--- src/rtl/flashctl_pkg.sv ---
package flashctl_pkg;

  localparam int DATA_W = 8;
  localparam int NUM_BLK = 2;

  // mode register layout
  localparam int MODE_BIT = 1;
  localparam int PROT_LSB = DATA_W - NUM_BLK;
  localparam logic [DATA_W-1:0] MODE_RST = 8'h80;

  // suspend register layout
  localparam int SEN_BIT = 0;
  localparam int SREQ_BIT = 1;
  localparam int FIXED_BIT = 6;
  localparam logic [DATA_W-1:0] SUSP_RST = 8'h40;

  // strobes from the sequence control to the register datapath
  typedef struct packed {
    logic              modeWr;
    logic              suspWr;
    logic              irq;
    logic [DATA_W-1:0] data;
    logic [DATA_W-1:0] rise;   // bit written 1 right after a write of 0
    logic [DATA_W-1:0] fall;   // bit written 0 right after a write of 1
  } regStrobe_t;

endpackage

--- src/rtl/flashctl_seq.sv ---
module flashctl_seq
  import flashctl_pkg::*;
#(
  parameter int ADDR_W = 16,
  parameter logic [ADDR_W-1:0] MODE_ADDR = 16'h01B5,
  parameter logic [ADDR_W-1:0] SUSP_ADDR = 16'h01B3
) (
  input  logic              clk,
  input  logic              rstN,
  input  logic [ADDR_W-1:0] addr,
  input  logic [DATA_W-1:0] wrData,
  input  logic              wrEn,
  input  logic              irqPulse,
  output regStrobe_t        stb
);

  logic              modeHit;
  logic              suspHit;
  logic              prevValid;
  logic              prevIsMode;
  logic [DATA_W-1:0] prevData;
  logic              chainOk;

  assign modeHit = wrEn && (addr == MODE_ADDR);
  assign suspHit = wrEn && (addr == SUSP_ADDR);

  // the last bus write counts only if no interrupt or other write followed it
  always_ff @(posedge clk or negedge rstN) begin
    if (!rstN) begin
      prevValid  <= 1'b0;
      prevIsMode <= 1'b0;
      prevData   <= '0;
    end else if (irqPulse) begin
      prevValid  <= 1'b0;
    end else if (wrEn) begin
      prevValid  <= modeHit || suspHit;
      prevIsMode <= modeHit;
      prevData   <= wrData;
    end
  end

  assign chainOk = prevValid && !irqPulse &&
                   ((modeHit && prevIsMode) || (suspHit && !prevIsMode));

  always_comb begin
    stb.modeWr = modeHit;
    stb.suspWr = suspHit;
    stb.irq    = irqPulse;
    stb.data   = wrData;
    stb.rise   = chainOk ? (~prevData & wrData) : '0;
    stb.fall   = chainOk ? (prevData & ~wrData) : '0;
  end

endmodule

--- src/rtl/flashctl_regs.sv ---
module flashctl_regs
  import flashctl_pkg::*;
(
  input  logic               clk,
  input  logic               rstN,
  input  regStrobe_t         stb,
  input  logic               rewriteEn,
  input  logic               eraseBusy,
  output logic               modeSel,
  output logic [NUM_BLK-1:0] blkProt,
  output logic               suspEnable,
  output logic               suspReq,
  output logic [DATA_W-1:0]  modeByte,
  output logic [DATA_W-1:0]  suspByte
);

  logic modeAcc;
  logic reqLive;
  logic unusedStb;

  assign modeAcc = stb.modeWr && rewriteEn;
  assign reqLive = suspEnable && eraseBusy;

  // mode select: unlocked by 0 then 1, dropped with rewriteEn
  always_ff @(posedge clk or negedge rstN) begin
    if (!rstN) begin
      modeSel <= MODE_RST[MODE_BIT];
    end else if (!rewriteEn) begin
      modeSel <= 1'b0;
    end else if (modeAcc) begin
      if (!stb.data[MODE_BIT])
        modeSel <= 1'b0;
      else if (stb.rise[MODE_BIT])
        modeSel <= 1'b1;
    end
  end

  // block protect: set by one write of 1, cleared by 1 then 0
  for (genvar b = 0; b < NUM_BLK; b++) begin : g_prot
    always_ff @(posedge clk or negedge rstN) begin
      if (!rstN) begin
        blkProt[b] <= MODE_RST[PROT_LSB+b];
      end else if (modeAcc) begin
        if (stb.data[PROT_LSB+b])
          blkProt[b] <= 1'b1;
        else if (stb.fall[PROT_LSB+b])
          blkProt[b] <= 1'b0;
      end
    end
  end

  // suspend enable: unlocked by 0 then 1
  always_ff @(posedge clk or negedge rstN) begin
    if (!rstN) begin
      suspEnable <= SUSP_RST[SEN_BIT];
    end else if (stb.suspWr) begin
      if (!stb.data[SEN_BIT])
        suspEnable <= 1'b0;
      else if (stb.rise[SEN_BIT])
        suspEnable <= 1'b1;
    end
  end

  // suspend request: live only during an enabled erase
  always_ff @(posedge clk or negedge rstN) begin
    if (!rstN) begin
      suspReq <= SUSP_RST[SREQ_BIT];
    end else if (!reqLive) begin
      suspReq <= 1'b0;
    end else if (modeSel && stb.irq) begin
      suspReq <= 1'b1;
    end else if (stb.suspWr) begin
      if (!stb.data[SREQ_BIT])
        suspReq <= 1'b0;
      else if (!modeSel)
        suspReq <= 1'b1;
    end
  end

  // read images: reserved positions keep their reset values
  always_comb begin
    modeByte = MODE_RST & ~((DATA_W'(1) << MODE_BIT) |
                            (DATA_W'((1 << NUM_BLK) - 1) << PROT_LSB));
    modeByte[MODE_BIT] = modeSel;
    for (int b = 0; b < NUM_BLK; b++) modeByte[PROT_LSB+b] = blkProt[b];
    suspByte = SUSP_RST;
    suspByte[SEN_BIT]  = suspEnable;
    suspByte[SREQ_BIT] = suspReq;
  end

  assign unusedStb = ^{stb.rise, stb.fall, stb.data};

endmodule

--- src/rtl/flashctl_top.sv ---
module flashctl_top
  import flashctl_pkg::*;
#(
  parameter int ADDR_W = 16,
  parameter logic [ADDR_W-1:0] MODE_ADDR = 16'h01B5,
  parameter logic [ADDR_W-1:0] SUSP_ADDR = 16'h01B3
) (
  input  logic               clk,
  input  logic               rstN,
  input  logic [ADDR_W-1:0]  addr,
  input  logic [DATA_W-1:0]  wrData,
  input  logic               wrEn,
  output logic [DATA_W-1:0]  rdData,
  input  logic               rewriteEn,
  input  logic               eraseBusy,
  input  logic               irqPulse,
  output logic               modeSel,
  output logic [NUM_BLK-1:0] blkProt,
  output logic               suspEnable,
  output logic               suspReq
);

  regStrobe_t        stb;
  logic [DATA_W-1:0] modeByte;
  logic [DATA_W-1:0] suspByte;

  flashctl_seq #(
    .ADDR_W(ADDR_W), .MODE_ADDR(MODE_ADDR), .SUSP_ADDR(SUSP_ADDR)
  ) u_seq (
    .clk(clk), .rstN(rstN), .addr(addr), .wrData(wrData),
    .wrEn(wrEn), .irqPulse(irqPulse), .stb(stb)
  );

  flashctl_regs u_regs (
    .clk(clk), .rstN(rstN), .stb(stb), .rewriteEn(rewriteEn),
    .eraseBusy(eraseBusy), .modeSel(modeSel), .blkProt(blkProt),
    .suspEnable(suspEnable), .suspReq(suspReq),
    .modeByte(modeByte), .suspByte(suspByte)
  );

  always_comb begin
    if (addr == MODE_ADDR)      rdData = modeByte;
    else if (addr == SUSP_ADDR) rdData = suspByte;
    else                        rdData = '0;
  end

endmodule

--- config.mk ---
export PLATFORM = sky130hd
export DESIGN_NAME = flashctl_top
export DESIGN_NICKNAME = d
export VERILOG_FILES = /design/src/rtl/flashctl_pkg.sv /design/src/rtl/flashctl_seq.sv /design/src/rtl/flashctl_regs.sv /design/src/rtl/flashctl_top.sv
export SDC_FILE = /design/constraint.sdc
export NUM_CORES = 1
export LEC_CHECK = 0
export ABC_CLOCK_PERIOD_IN_PS = 2200
export BUFFER_PORTS_ARGS = -buffer_cell sky130_fd_sc_hd__buf_2
export CORE_AREA = 2 2 44 46
export DETAILED_ROUTE_END_ITERATION = 7
export DIE_AREA = 0 0 46 48
export GPL_TIMING_DRIVEN = 0
export HOLD_SLACK_MARGIN = 0.06
export PLACE_DENSITY_LB_ADDON = 0.1
export REMOVE_ABC_BUFFERS = 1
export SLEW_MARGIN = 0
export SYNTH_ARGS = -nofsm -noshare
export SYNTH_HDL_FRONTEND = slang
export SYNTH_SLANG_ARGS = --single-unit
--- constraint.sdc ---
create_clock -name clk -period 2.2 [get_ports clk]
set_clock_uncertainty 0.15 [all_clocks]
set_input_delay 0.11 -clock clk [delete_from_list [all_inputs] [get_ports clk]]
set_output_delay 0.11 -clock clk [all_outputs]
set_load 0.01 [all_outputs]
Word level (Yosys, flattened, before mapping)
Index checks and enable logic that the tools add are counted.
{"block": "word_totals", "elab_cells": 63, "output_inout_bits": 13, "in_bits": 30, "ff_bits": 15}
{"block": "classes", "n_eq_ne": 7, "n_reduce_logical": 22, "bitwise": 5, "mux": 21}
{"cell": "16-bit by 9-bit equality test with 1-bit output (second input constant)", "count": 2}
{"cell": "1-bit two-way mux", "count": 17}
{"cell": "8-bit two-way mux", "count": 2}
{"cell": "2-bit AND reduction", "count": 6}
{"cell": "1-bit logical AND", "count": 9}
{"cell": "8-bit bitwise AND", "count": 1}
{"cell": "8-bit inverter", "count": 1}
{"cell": "7-bit two-way mux", "count": 1}
{"cell": "2-bit nonzero test", "count": 3}
{"cell": "2-bit by 1-bit inequality test with 1-bit output (second input constant)", "count": 2}
{"cell": "4-bit inequality test (second input constant)", "count": 1}
{"cell": "3-bit by 2-bit inequality test with 1-bit output (second input constant)", "count": 1}
{"cell": "3-bit inequality test (second input constant)", "count": 1}
{"cell": "2-bit bitwise AND", "count": 1}
{"cell": "1-bit logical NOT", "count": 2}
{"cell": "1-bit logical OR", "count": 2}
{"cell": "2-bit two-way mux", "count": 1}
{"cell": "2-bit inverter", "count": 1}
{"cell": "1-bit inverter", "count": 1}

Longest topological paths before layout
{"block": "logic_depth", "word_depth": 10, "depth_mapped": 5, "ltp_nobuf": 4}

Hierarchy
Synthesis repeated with hierarchy kept, for this count alone.
{"block": "unflattened", "hier_cells": 150, "area_unflattened_um2": 1460.2}
{"mod": "flashctl_seq", "area_each_um2": 935.9, "cells_each": 85, "n_inst": 1}
{"mod": "flashctl_regs", "area_each_um2": 344.1, "cells_each": 40, "n_inst": 1}
{"mod": "flashctl_top", "area_each_um2": 180.2, "cells_each": 25, "n_inst": 1}

Worst setup path after synthesis
No wires, ideal clock.
{"block": "synth_timing", "path_type": "input to register", "start": "input addr[13]", "end": "register u_regs.suspReq", "t_required_ns": 1.915, "path_buffers": 1, "path_stages": 5, "setup_slack_ns": 0.360, "t_arrival_ns": 1.556, "path_cell_list": "or4_4 -> or4_1 -> buf_2 -> o2111ai_2 -> o211ai_1"}
{"block": "synth_between", "elab_chain_cells": 4}
{"element": "start, declared", "line": "flashctl_top.sv:10", "rtl": "input logic [ADDR_W-1:0] addr,"}
{"element": "16-bit by 9-bit equality test with 1-bit output", "line": "flashctl_seq.sv:25", "rtl": "assign suspHit = wrEn && (addr == SUSP_ADDR);"}
{"element": "1-bit logical AND", "line": "flashctl_seq.sv:25"}
{"element": "3-bit inequality test (no line)"}
{"element": "2-bit AND reduction (no line)"}
{"element": "end signal, assigned", "line": "flashctl_regs.sv:67", "rtl": "suspReq <= SUSP_RST[SREQ_BIT];"}
{"element": "end, declared", "line": "flashctl_regs.sv:12", "rtl": "output logic suspReq,"}
Every way passes these cells.
A chain may end at the register's enable or synchronous reset.

Final worst setup path
{"block": "layout_timing", "start": "input addr[13]", "end": "output rdData[6]"}
{"block": "layout_between", "elab_chain_cells": 3, "word_cells_on_any_way": 4, "classes_between": "eq/ne: 2; mux: 2"}
{"element": "16-bit by 9-bit equality test with 1-bit output", "line": "flashctl_top.sv:43", "rtl": "else if (addr == SUSP_ADDR) rdData = suspByte;"}
{"element": "7-bit two-way mux", "line": "flashctl_top.sv:43"}
{"element": "8-bit two-way mux (*)", "line": "flashctl_top.sv:42", "rtl": "if (addr == MODE_ADDR) rdData = modeByte;"}
{"element": "end, declared", "line": "flashctl_top.sv:13", "rtl": "output logic [DATA_W-1:0] rdData,"}
Mark *: on every way between the ends. The rest lies on a longest branch, timed or not.

==> flow_summary_export.csv <==
group,metric,value,unit
final_layout,antennaDiodeCount,0,
status,run_status,"complete, no violations",
route,detailedRoute.firstIterationViolations,16,
place,port-buffer-count,34,
route,drc,0,
floorplan,die_area,0.00221,mm2
route,vias,705,
route,drt-total-wl,1660,um
grt,grt_max_degree,12,
synth,synth_area_leaders,"dfrtp_1 37%, o21ai_0 5.9%, buf_4 4.4%, dfstp_2 3.8%, nand4_1 3.7%",
floorplan,ioPinCount,43,
place,dpl.hpwl,1220,um
setup_path,path_class,"in -> out",
synth,synth_top_area_share,36.6,%
clock_network,clock_latency,0.26,ns
setup_path,rr_startpoint,"u_seq.prevIsMode",
grt,grt_pass1_wl,2430,um
route,routedWlPerCell,12.6,um
floorplan,fp.dieW,46,um
synth,synth-seq-cells,11,
setup_path,start_kind,"input pin",
grt,antenna_found_initial,0,
route,viasPerCell,5.34,
clock_network,cts_max_path_buffers,2,
clock_network,cts-root-buf,"clkbuf_4",
timing,hold_viol,0,
timing,final.min_clock_period,1.96,ns
route,drt_pass1_iterations,5,
final_layout,stdcell_count,132,
final_layout,fill_cells,156,
synth,syn_inst,73,
pwr,leakagePower,0.471,nW
setup_path,r2r-end,"u_regs.modeSel",
clock_network,clk_pin_slew,0.07,ns
synth,yosys.area.top_type,"dfrtp_1",
run,max-cap-violations,0,
floorplan,rows,15,
grt,grt_pass1_vias,573,
timing,fmax,510,MHz
synth,yosysMostFrequentCell,"dfrtp_1",
place,dp_cells,119,
clock_network,postCtsSetupBuffers,0,
synth,synth_edf_count,0,
timing,fin_tns_setup,0,ns
clock_network,cts_buffers,3,
timing,fin_ws,0.241,ns
grt,grt.total_usage,16.2,%
hold_path,hp-class,"in -> async",
synth,synth-seq-area-share,40.5,%
timing,rsz0062_at_grt,"false",
clock_network,clkSinkCount,11,
pwr,power_density,445,mW/mm2
setup_path,r2r_cells,4,
timing,tightest_slew,0.622,ns
setup_path,critPathMaxFanout,6,
timing,period_share,89.1,%
synth,synth_area,683,um2
synth,ys.flop_type,"dfrtp_1",
final_layout,nets,146,
timing,max_slew_margin,58.5,%
timing,setup_viol,0,
setup_path,cp.arrival,1.70,ns
synth,ys_warn_count,0,
setup_path,required,1.94,ns
pwr,peakVddDrop,0.000266,V
floorplan,initial_utilization,40.4,%
synth,ys_types,33,
timing,holdWs,0.0915,ns
grt,gr-total-overflow,0,
floorplan,die_y,48,um
clock_network,htreeDepth,1,
route,ant_nets,0,
synth,synth_commonest_cells,"10 x dfrtp_1, 8 x o21ai_0, 5 x nand2_1",
synth,avgSynthCellArea,9.36,um2
synth,async_flop_share,100,%
place,dp_slack,0.148,ns
final_layout,area_delta_synth_final,39.9,%
floorplan,core-area,0.00169,mm2
place,finalWeightedCongestion,0.775,
clock_network,cts_tree,"built",
setup_path,cp-end-kind,"output pin",
final_layout,drive_above_1_share,39.1,%
timing,drv_slew,0,
setup_path,r2r_slack,0.97,ns
[final cells by class]
class                           count  area [um2]  share of cell area, %
Multi-Input combinational cell     55         364                   38.1
Tap cell                           17        21.3                   2.23
Timing Repair Buffer               43         260                   27.2
Sequential cell                    11         277                   28.9
Clock buffer                        4        26.3                   2.75
Inverter                            2        7.51                  0.785
[through the flow]
stage	power, mW	instance area [um2]	util (%)
global placement	0.280	840	49.7
finish	0.425	956	56.6
global route	0.452	956	56.6
CTS	0.429	956	56.6
floorplan	0.245	648	-
detailed placement	0.280	840	49.7
[what timing repair did]
| action | in CTS | in global routing |
|---|---|---|
| gates resized for setup | 0 | 0 |
| hold buffers | 9 | 0 |
| hold endpoints to repair | 21 | 0 |
[layout by cell type, fill, tap and decap left out, types with 2 or more instances in the layout]
cell type and n:
dlygate4sd3_1 9, buf_2 34, o21ai_0 8, or4_1 2
nand2_1 5, clkbuf_4 3, conb_1 4, nand3_1 3
mux2_2 2, nand4_1 4, inv_1 2, and3_1 2
nand2b_1 2, nand4b_1 2, nor2_1 3, nor2b_1 2
and2_1 2, dfrtp_1 10
[per-layer routing]
layer / part of all wire, % / global-route usage, % / wire length, um / vias to the layer above
met5: 0 / 0 / 0 / -
met4: 1.3 / 8.57 / 21 / 0
met3: 7.6 / 3.77 / 126 / 2
met2: 46 / 28.3 / 764 / 42
met1: 45 / 18.2 / 751 / 313
li1: - / - / - / 348
[power by group]
part | switching [mW] | internal, mW | total (mW)
sequential | 0.00508 | 0.212 | 0.217
clock | 0.0656 | 0.0700 | 0.136
combinational | 0.0333 | 0.0387 | 0.0720
[worst max-delay path: stages]
cell and delay (ns):
buf_2 0.10, or4_4 0.55, or4_1 0.67, nor2_1 0.14, buf_2 0.14
[state kept, by name, indices dropped and copies added (netlist names)]
signal,flops
u_regs.modeSel,1
u_seq.prevValid,1
u_seq.prevData,4
u_regs.suspEnable,1
u_regs.suspReq,1
u_seq.prevIsMode,1
u_regs.blkProt,2
[logic make-up after synthesis]
logic type | Yosys count | synth area share (%)
AO/OA/AOI/OAI | 17 | 17.4
buffers and inverters | 10 | 7.88
flip-flops | 11 | 40.5
AND/OR/NAND/NOR | 32 | 30.4
other | 1 | 0.549
multiplexers | 2 | 3.30
[worst max path at each step]
stage,startpoint,endpoint
after floorplan,addr[13],u_regs.suspReq
after global placement,addr[13],u_regs.suspReq
after detailed placement,addr[13],u_regs.suspReq
after CTS,addr[13],rdData[6]
after global routing,addr[13],rdData[6]
final,addr[13],rdData[6]
(Power assumes the default switching activity.)
